`config.mk`:
```
export PLATFORM = sky130hd
export DESIGN_NAME = clk_policy_regs
export DESIGN_NICKNAME = d
export VERILOG_FILES = /design/src/rtl/clk_policy_regs.sv
export SDC_FILE = /design/constraint.sdc
export NUM_CORES = 1
export LEC_CHECK = 0
export ABC_CLOCK_PERIOD_IN_PS = 2400
export BUFFER_PORTS_ARGS = -buffer_cell sky130_fd_sc_hd__buf_2
export CAP_MARGIN = 5
export CORE_ASPECT_RATIO = 0.9
export CORE_MARGIN = 1
export CORE_UTILIZATION = 30
export CTS_CLUSTER_SIZE = 40
export DETAILED_ROUTE_END_ITERATION = 10
export PLACE_DENSITY_LB_ADDON = 0.1
export SLEW_MARGIN = 0
export SYNTH_ARGS = -nofsm -noshare
export SYNTH_HDL_FRONTEND = slang
export SYNTH_SLANG_ARGS = --single-unit
```
`constraint.sdc`:
```
create_clock -name clk -period 2.4 [get_ports clk]
set_clock_uncertainty 0.2 [all_clocks]
set_input_delay 0.48 -clock clk [delete_from_list [all_inputs] [get_ports clk]]
set_output_delay 0.48 -clock clk [all_outputs]
set_load 0.005 [all_outputs]
```
`src/rtl/clk_policy_regs.sv`:
```
module clk_policy_regs #(
  parameter int NCLK = 8,
  parameter int DW = 32,
  parameter int AW = 4,
  parameter logic [31:0] KEY = 32'h0000_C1A5
) (
  input  logic            clk,
  input  logic            rst_n,
  input  logic            req,
  input  logic            we,
  input  logic [AW-1:0]   addr,
  input  logic [DW-1:0]   wdata,
  output logic            ack,
  output logic [DW-1:0]   rdata,
  input  logic [1:0]      pol_sel,
  output logic [NCLK-1:0] clk_en,
  output logic            eng_run
);
  localparam int NPOL = 4;

  logic unlocked, halted, go_q, err;
  logic [1:0] mode;
  logic [NPOL-1:0][NCLK-1:0] mask_q, active;
  logic [DW-1:0] rd_mux;

  wire wr     = req & we;
  wire wr_ok  = wr & unlocked;
  wire a_key  = addr == AW'(0);
  wire a_ctl  = addr == AW'(1);
  wire a_sts  = addr == AW'(2);
  wire a_msk  = addr[AW-1:2] == (AW-2)'(1);
  wire [1:0] midx = addr[1:0];

  wire stop_req = wr_ok & a_ctl & wdata[0];
  wire go_req   = wr_ok & a_ctl & ~wdata[0] & wdata[1] & (wdata[2] ^ wdata[3]) & ~go_q;
  wire msk_wr   = wr_ok & a_msk & halted;
  wire msk_drop = wr_ok & a_msk & ~halted;
  wire err_clr  = wr_ok & a_sts & wdata[1];

  always_ff @(posedge clk) begin
    if (!rst_n) begin
      unlocked <= 1'b0;
      halted   <= 1'b1;
      go_q     <= 1'b0;
      mode     <= 2'b00;
      eng_run  <= 1'b0;
      err      <= 1'b0;
      mask_q   <= '1;
      active   <= '0;
      clk_en   <= '0;
    end else begin
      if (wr && a_key) unlocked <= (wdata == KEY);
      if (stop_req) halted <= 1'b1;
      else if (go_req) halted <= 1'b0;
      go_q <= go_req;
      if (go_req) mode <= wdata[3:2];
      if (stop_req) eng_run <= 1'b0;
      else if (go_q) eng_run <= 1'b1;
      if (go_q) active <= mask_q;
      if (msk_wr) mask_q[midx] <= wdata[NCLK-1:0];
      if (msk_drop) err <= 1'b1;
      else if (err_clr) err <= 1'b0;
      if (eng_run) clk_en <= active[pol_sel];
    end
  end

  always_comb begin
    rd_mux = '0;
    if (a_key) rd_mux[0] = unlocked;
    else if (a_ctl) rd_mux[3:0] = {mode, go_q, halted};
    else if (a_sts) rd_mux[1:0] = {err, eng_run};
    else if (a_msk) rd_mux[NCLK-1:0] = mask_q[midx];
  end

  always_ff @(posedge clk) begin
    if (!rst_n) begin
      ack   <= 1'b0;
      rdata <= '0;
    end else begin
      ack   <= req;
      rdata <= (req && !we) ? rd_mux : '0;
    end
  end

  p_locked_ignored_r3: assert property (@(posedge clk) disable iff (!rst_n)
    (req && we && !unlocked) |=> ($stable(mask_q) && $stable(err) && !go_q));
  p_masks_frozen_r5: assert property (@(posedge clk) disable iff (!rst_n)
    !halted |=> $stable(mask_q));
  p_err_sticky_r5: assert property (@(posedge clk) disable iff (!rst_n)
    err |=> (err || $past(req && we && a_sts)));
  p_go_selfclear_r7: assert property (@(posedge clk) disable iff (!rst_n)
    go_q |=> !go_q);
  p_go_starts_r7: assert property (@(posedge clk) disable iff (!rst_n)
    (go_q && !(req && we && a_ctl)) |=> eng_run);
  p_halt_stops_r6: assert property (@(posedge clk) disable iff (!rst_n)
    (req && we && a_ctl && wdata[0] && unlocked) |=> !eng_run);
  p_hold_when_halted_r8: assert property (@(posedge clk) disable iff (!rst_n)
    !eng_run |=> $stable(clk_en));
  p_ack_next_r9: assert property (@(posedge clk) disable iff (!rst_n)
    req |=> ack);
endmodule

```
After elaboration in Yosys (flattened, before gate mapping)
Cells that the tools add are included.

storage, ports and cells
  bits of input ports = 42
  output and inout bits = 42
  flip-flop bits (word level) = 112
  logic and storage cells = 71

operators by class
  equality and inequality tests = 4
  magnitude comparators = 3
  muxes and demuxes = 14
  reduce and logical (&&, ||, !) cells = 10
  bitwise logic cells = 20

operators with widths
  cell                                                                                  number
  8-bit binary-select mux with 2-bit select                                             2
  32-bit bitwise mux                                                                    1
  32-bit by 16-bit == test with 1-bit output (second input constant)                    1
  8-bit 2-to-1 mux                                                                      4
  8-bit demux with 2-bit select                                                         1
  1-bit bitwise AND                                                                     13
  2-bit by 3-bit less-than comparator with 1-bit output (second input constant)         2
  6-bit 2-to-1 mux                                                                      1
  1-bit inverter                                                                        6
  6-bit OR reduction                                                                    1
  4-bit by 1-bit == test with 1-bit output (second input constant)                      1
  4-bit by 2-bit == test with 1-bit output (second input constant)                      1
  4-bit zero test                                                                       1
  4-bit 2-to-1 mux                                                                      1
  1-bit logical AND                                                                     3
  1-bit 2-to-1 mux                                                                      3
  3-bit OR reduction                                                                    1
  2-bit by 1-bit == test with 1-bit output (second input constant)                      1
  2-bit by 1-bit greater-or-equal comparator with 1-bit output (second input constant)  1
  2-bit 2-to-1 mux                                                                      1
  2-bit AND reduction                                                                   1
  2-bit nonzero test                                                                    1
  2-bit OR reduction                                                                    1
  1-bit zero test                                                                       1
  1-bit XOR                                                                             1

Logic depth before layout (Yosys ltp)
Gate-level depths: netlist (run 1).

  depth after elaboration = 7
  depth in mapped cells = 6
  gate-level depth less buffers = 6

Worst setup path before layout (run 1)
No wires, ideal clock.

  kind = in2reg
  start = input addr[1]
  end = register mask_q[15] in the netlist's numbering
  setup slack = 0.486 ns
  stages = 6
  required time = 2.071 ns
  arrival = 1.585 ns
  cell sequence = buf_4 buf_2 nor4b_1 buf_2 mux2i_1 nand2_1

on the way
  word-level cells in the longest chain between the ends = 5

ends and longest elaborated chain
  item                                                                                                                                                                RTL line  text
  start: declaration                                                                                                                                                  11        input logic [AW-1:0] addr,
  2-bit by 3-bit less-than comparator with 1-bit output (not written as such) / 2-bit by 1-bit greater-or-equal comparator with 1-bit output (equally long branches)  60        if (msk_wr) mask_q[midx] <= wdata[NCLK-1:0];
  1-bit logical AND (not written as such)                                                                                                                             60
  8-bit 2-to-1 mux (not written as such)                                                                                                                              60
  8-bit demux with 2-bit select (*)                                                                                                                                   60
  32-bit bitwise mux (*)                                                                                                                                              60
  end signal: indexed assignment                                                                                                                                      60
  end: declaration                                                                                                                                                    23        logic [NPOL-1:0][NCLK-1:0] mask_q, active;

Mark *: on every way between the ends. The rest lies on a longest branch, timed or not.
A chain may end at the register's enable or synchronous reset.

Worst setup path in the final report (run 1)
  start = register unlocked
  end = register mask_q[8] in the netlist's numbering

on the way
  word-level cells in the longest chain between the ends = 3

ends and longest elaborated chain
  item                             RTL line  text
  start: declaration               21        logic unlocked, halted, go_q, err;
  start signal: assignment         52        if (wr && a_key) unlocked <= (wdata == KEY);
  1-bit bitwise AND                27        wire wr_ok = wr & unlocked;
  1-bit bitwise AND (2 in series)  36        wire msk_wr = wr_ok & a_msk & halted;

No other way between the ends.

==> results.py, run 1 <==
metrics = {
    "status": {
        "status": "completed",
    },
    "clocking": {
        "cts-hold-fix-buffers": 0,
        "cts_setup_buffers": 0,
        "clock_sinks": 88,
        "cts_tree": "done",
        "clk_pin_slew_ns": 0.06,
        "clockRootBuffer": "clkbuf_16",
        "numCtsBuffers": 9,
        "cts.htree.levels": 3,
        "ctsResizeCount": 0,
        "cts_buffer_depth": 2,
        "clk_latency_ns": 0.33,
    },
    "synthesis": {
        "async_reset_ff_frac": 0,
        "synth_top_area_frac": 0.441,
        "synthTopCellsByArea": "dfxtp_1, mux2i_1, mux4_2",
        "synthFlopType": "dfxtp_1",
        "yosysSeqAreaShare": 0.441,
        "yosysMostFrequentCell": "dfxtp_1",
        "synth_seq_cells": 88,
        "syn-mean-instance-area_sq_um": 11.1,
        "yosys.area.top_type": "dfxtp_1",
        "syn-cell-area_sq_um": 3990,
        "synthCells": 360,
        "yosysWarnings": 0,
        "synth-edff-count": 0,
        "ys_top_cells_by_count": "dfxtp_1, mux2i_1, nor2b_1",
        "synth_cell_types": 38,
    },
    "pwr": {
        "finalPower_mw": 3.07,
        "cellPowerDensity_nw_per_um2": 651,
        "vdd_ir_drop_max_v": 0.000395,
        "p_leak_nw": 1.72,
    },
    "global_routing": {
        "overflow": 0,
        "grt_first_pass_wirelength_um": 15300,
        "grt_usage": 0.149,
        "grt_pass1_vias": 2737,
        "grt_max_degree": 79,
        "antenna_found_initial": 0,
    },
    "detailed_routing": {
        "dr_total_vias": 2695,
        "drt-met1-wl_um": 4660,
        "postRouteAntennaNets": 0,
        "drt_first_pass_iters": 4,
        "wl_um": 9560,
        "dr_wl_met2_um": 4510,
        "highest_layer": "met4",
        "wl_per_cell_um": 16.3,
        "wl_met3_um": 289,
        "avgViaCountPerCell": 4.58,
        "drt_iter0_drc": 145,
        "drc_errors": 0,
    },
    "critical_path": {
        "slowest_delay_ns": 0.38,
        "crit_start": "unlocked",
        "cp.arrival_ns": 1.80,
        "path_class": "reg2reg",
        "reg2regPathDepth": 5,
        "critPathRequiredTime_ns": 2.41,
        "r2r_start": "unlocked",
        "crit_slowest_cell": "dfxtp_1",
        "path_cells": "nand3_2 -> nor4b_2 -> buf_4 -> mux2i_1 -> nand2_1",
        "end_kind": "flip-flop",
        "path_max_fanout": 5,
        "crit_path_start_kind": "flip-flop",
    },
    "sta": {
        "whs_ns": 0.227,
        "report.final.slew_viol_count": 0,
        "fin_crit_sh": 0.747,
        "period_minus_slack_ns": 1.79,
        "setup_violations": 0,
        "fmax_mhz": 558,
        "hold_violations": 0,
        "tns_ns": 0,
        "rsz0062_at_grt": "no",
    },
    "floorplan": {
        "row_count": 39,
        "die_area_sq_um": 13800,
        "core-area_sq_um": 12800,
        "fp.dieW_um": 124,
        "initial_core_util": 0.311,
        "io_pins": 84,
        "die_y_um": 111,
    },
    "placement": {
        "dp_hpwl_um": 6780,
        "place.gp.congestion": 0.750,
        "io_buffers": 59,
    },
    "final_layout": {
        "final_layout_size_suffix_gt1_frac": 0.262,
        "fin_nets": 463,
        "n_antenna_cell": 0,
        "syn2layout_area_growth_pct": 18.2,
        "fillers": 1293,
    },
    "hold_path": {
        "hold_class": "in2reg",
        "hold_path_depth": 3,
        "min-delay-start": "rst_n",
    },
    "run": {
        "cap_violations": 0,
    },
}
## worst paths after layout
check | endpoint | slack [ns]
setup / recovery | mask_q[8] | 0.61
hold / removal | ack | 0.23
hold reg to reg | mask_q[11] | 0.30
setup reg to reg | mask_q[8] | 0.61
## routing by layer
layer / vias up / track usage
met5: - / 0
met4: 0 / 0.0386
met3: 7 / 0.0384
met2: 45 / 0.233
met1: 1305 / 0.203
li1: 1338 / -
## state kept, by name, summed over array words and instances (netlist names), 2 cells and up
name,cells
active,32
mask_q,32
clk_en,8
rdata,8
mode,2
## cell usage in the layout, fill, tap and decap left out, types with 2 or more instances in the layout
cell type  count
conb_1        24
buf_4         13
nor2b_1       44
nor4b_1        3
mux2i_1       74
dfxtp_1       87
nand2_1       37
and3_1         5
clkinv_2       2
inv_1          3
nor4_4         2
clkbuf_16      9
buf_2         59
a22oi_1        2
nor4bb_1       2
a21oi_1        2
nand4_1        3
nand3_1        3
clkbuf_1       2
nor4_1         5
bufinv_16      2
nor2_1         6
mux4_2        16
## kinds of logic (layout without fill, tap and decap cells)
logic type | Yosys count | count (layout) | synth area share
fa+ha+maj | 1 | 1 | 0.00313
other cells | 1 | 24 | 0.000939
buf+inv | 50 | 91 | 0.0746
compound gates | 9 | 9 | 0.0163
simple gates | 121 | 121 | 0.188
mux | 90 | 90 | 0.276
flops | 88 | 88 | 0.441
## metrics by stage
stage                      util  area (sq um)  setup slack, ns  std cells
after floorplan               -          4080            0.486        383
after global placement    0.344          4420            0.280        573
after detailed placement  0.344          4420            0.256        573
after CTS                 0.368          4720            0.583        588
after global routing      0.368          4720            0.418        588
final                     0.368          4720            0.607        588
## layout make-up
class	count	area (sq um)	area share
inverter	3	11.3	0.00239
clock buffer	11	233	0.0493
tap	164	205	0.0435
multi-input combinational	245	2030	0.429
sequential	88	1760	0.373
timing repair buffer	73	413	0.0875
clock inverter	4	70.1	0.0148
## worst max-delay path, delay by kind of cell (launching register included)
family	cells	cell delay (ns)
flops	1	0.38
mux	1	0.20
simple gates	3	0.64
buf+inv	1	0.24
## report_power, final
group / internal (mW) / switching, mW
clock: 0.903 / 0.543
sequential: 1.46 / 0.000774
combinational: 0.0663 / 0.0974
total: 2.43 / 0.641
Power figures use the tool's default switching activity.
==> run 2, diff against run 1 <==
- ABC_CLOCK_PERIOD_IN_PS: 2400 -> 1530
- clock period: 2.4 -> 1.53 ns (I/O delays scaled with it)
==> results.py, run 2 (synthesized netlist as in run 1, its figures left out) <==
metrics = {
    "status": {
        "status": "finished, violations left",
        "violations": "setup timing",
    },
    "critical_path": {
        "path_max_fanout": 8,
        "r2r_slack_ns": -0.04,
        "end_kind": "flip-flop",
        "crit_path_start_kind": "flip-flop",
        "crit_start": "halted",
        "critPathRequiredTime_ns": 1.55,
        "reg2regPathDepth": 5,
        "rr_endpoint": "mask_q[13]",
        "path_class": "reg2reg",
        "cp-endpoint": "mask_q[13]",
        "cp.arrival_ns": 1.59,
        "r2r_start": "halted",
    },
    "sta": {
        "fmax_mhz": 638,
        "whs_ns": 0.0869,
        "setup_ws_ns": -0.0379,
        "setup_violations": 23,
        "fin_crit_sh": 1.02,
        "hold_violations": 0,
        "report.final.slew_viol_count": 0,
        "rsz0062_at_grt": "yes",
        "period_minus_slack_ns": 1.57,
    },
    "global_routing": {
        "grt_pass1_vias": 2845,
        "grt_usage": 0.157,
        "grt_first_pass_wirelength_um": 15900,
        "antenna_found_initial": 0,
        "overflow": 0,
        "grt_max_degree": 55,
    },
    "placement": {
        "place.gp.congestion": 0.732,
        "io_buffers": 59,
        "dp_hpwl_um": 7530,
        "place_ws_ns": -0.408,
    },
    "detailed_routing": {
        "drt_first_pass_iters": 4,
        "dr_total_vias": 2853,
        "wl_um": 10100,
        "postRouteAntennaNets": 0,
        "drt_iter0_drc": 133,
        "drc_errors": 0,
        "avgViaCountPerCell": 4.58,
        "wl_per_cell_um": 16.2,
    },
    "final_layout": {
        "fin_nets": 497,
        "final_common_cell": "dfxtp_1",
        "ff_latch_area_sq_um": 1770,
        "fillers": 1270,
        "largestRegisters": "active: 32 flops, mask_q: 32 flops",
        "mostFrequentLayoutCells": "dfxtp_1, mux2i_1, buf_2",
        "syn2layout_area_growth_pct": 28.8,
        "final_layout_size_suffix_gt1_frac": 0.338,
        "multiInputGateArea_sq_um": 2070,
        "n_antenna_cell": 0,
    },
    "pwr": {
        "vdd_ir_drop_max_v": 0.000564,
        "cellPowerDensity_nw_per_um2": 998,
        "p_leak_nw": 1.93,
        "finalPower_mw": 5.13,
    },
    "clocking": {
        "cts_buffer_depth": 2,
        "clockRootBuffer": "clkbuf_16",
        "clk_pin_slew_ns": 0.06,
        "cts-hold-fix-buffers": 0,
        "cts_tree": "done",
        "clk_latency_ns": 0.34,
        "numCtsBuffers": 9,
        "cts.htree.levels": 3,
        "clock_sinks": 88,
    },
    "hold_path": {
        "hold_path_depth": 3,
        "hold_class": "in2reg",
    },
    "floorplan": {
        "io_pins": 84,
        "fp.dieW_um": 124,
        "row_count": 39,
        "core-area_sq_um": 12800,
        "die_area_sq_um": 13800,
        "initial_core_util": 0.311,
        "die_y_um": 111,
    },
    "run": {
        "cap_violations": 0,
    },
}
## run 2: cell count changes in the layout (fill, tap and decap cells not counted), sizes merged
cell,change
clkbuf,-1
clkinvlp,+1
buf,+34
bufinv,+1
## run 2: worst min path at each step
stage               start  slack (ns)    endpoint
3_5_place_dp   mask_q[19]        0.29  mask_q[19]
5_1_grt          wdata[0]         0.1   mask_q[0]
4_1_cts          wdata[0]        0.08   mask_q[0]
3_3_place_gp   mask_q[20]        0.28  mask_q[20]
2_1_floorplan    wdata[1]        0.23  mask_q[17]
6_report         wdata[0]        0.09   mask_q[0]
## run 2: cell type report
type,count,share of cell area
clock inverter,6,0.0209
multi-input combinational,245,0.403
timing repair buffer,107,0.146
inverter,3,0.00219
clock buffer,10,0.0445
tap,164,0.0399
sequential,88,0.343
## run 2: through the flow
step	TNS [ns]	utilization	cells	area (sq um)
2_1_floorplan	-3.05	-	383	4160
6_report	-0.470	0.401	623	5140
4_1_cts	-1.03	0.399	623	5120
3_3_place_gp	-12.49	0.370	605	4750
3_5_place_dp	-13.52	0.370	605	4750
5_1_grt	-2.82	0.401	623	5140
## run 2: repair_timing
item	in CTS	in global routing
gates resized for setup	5	5
endpoints found under the hold margin	0	0
setup endpoints to repair	30	37
setup buffers	2	0
pin swaps	3	3
## run 2: power by group
part           leakage [nW]  internal, mW  switching (mW)
registers             0.711          2.30         0.00120
clock network         0.162          1.59           0.900
logic                  1.06         0.167           0.177
total                  1.93          4.05            1.08
## run 2: worst max-delay path, cell delays in order, from the launching register on
cell and delay (ns):
dfxtp_2 0.35, nand3b_4 0.14, nor4b_4 0.28, buf_6 0.21, mux2i_1 0.20, nand2_1 0.07
## run 2: per-layer routing
metal	vias to the layer above	GRT usage	routed length [um]
met2	46	0.249	4850
met4	0	0.0482	120
li1	1413	-	-
met1	1383	0.210	4850
met3	11	0.0348	275
met5	-	0	0
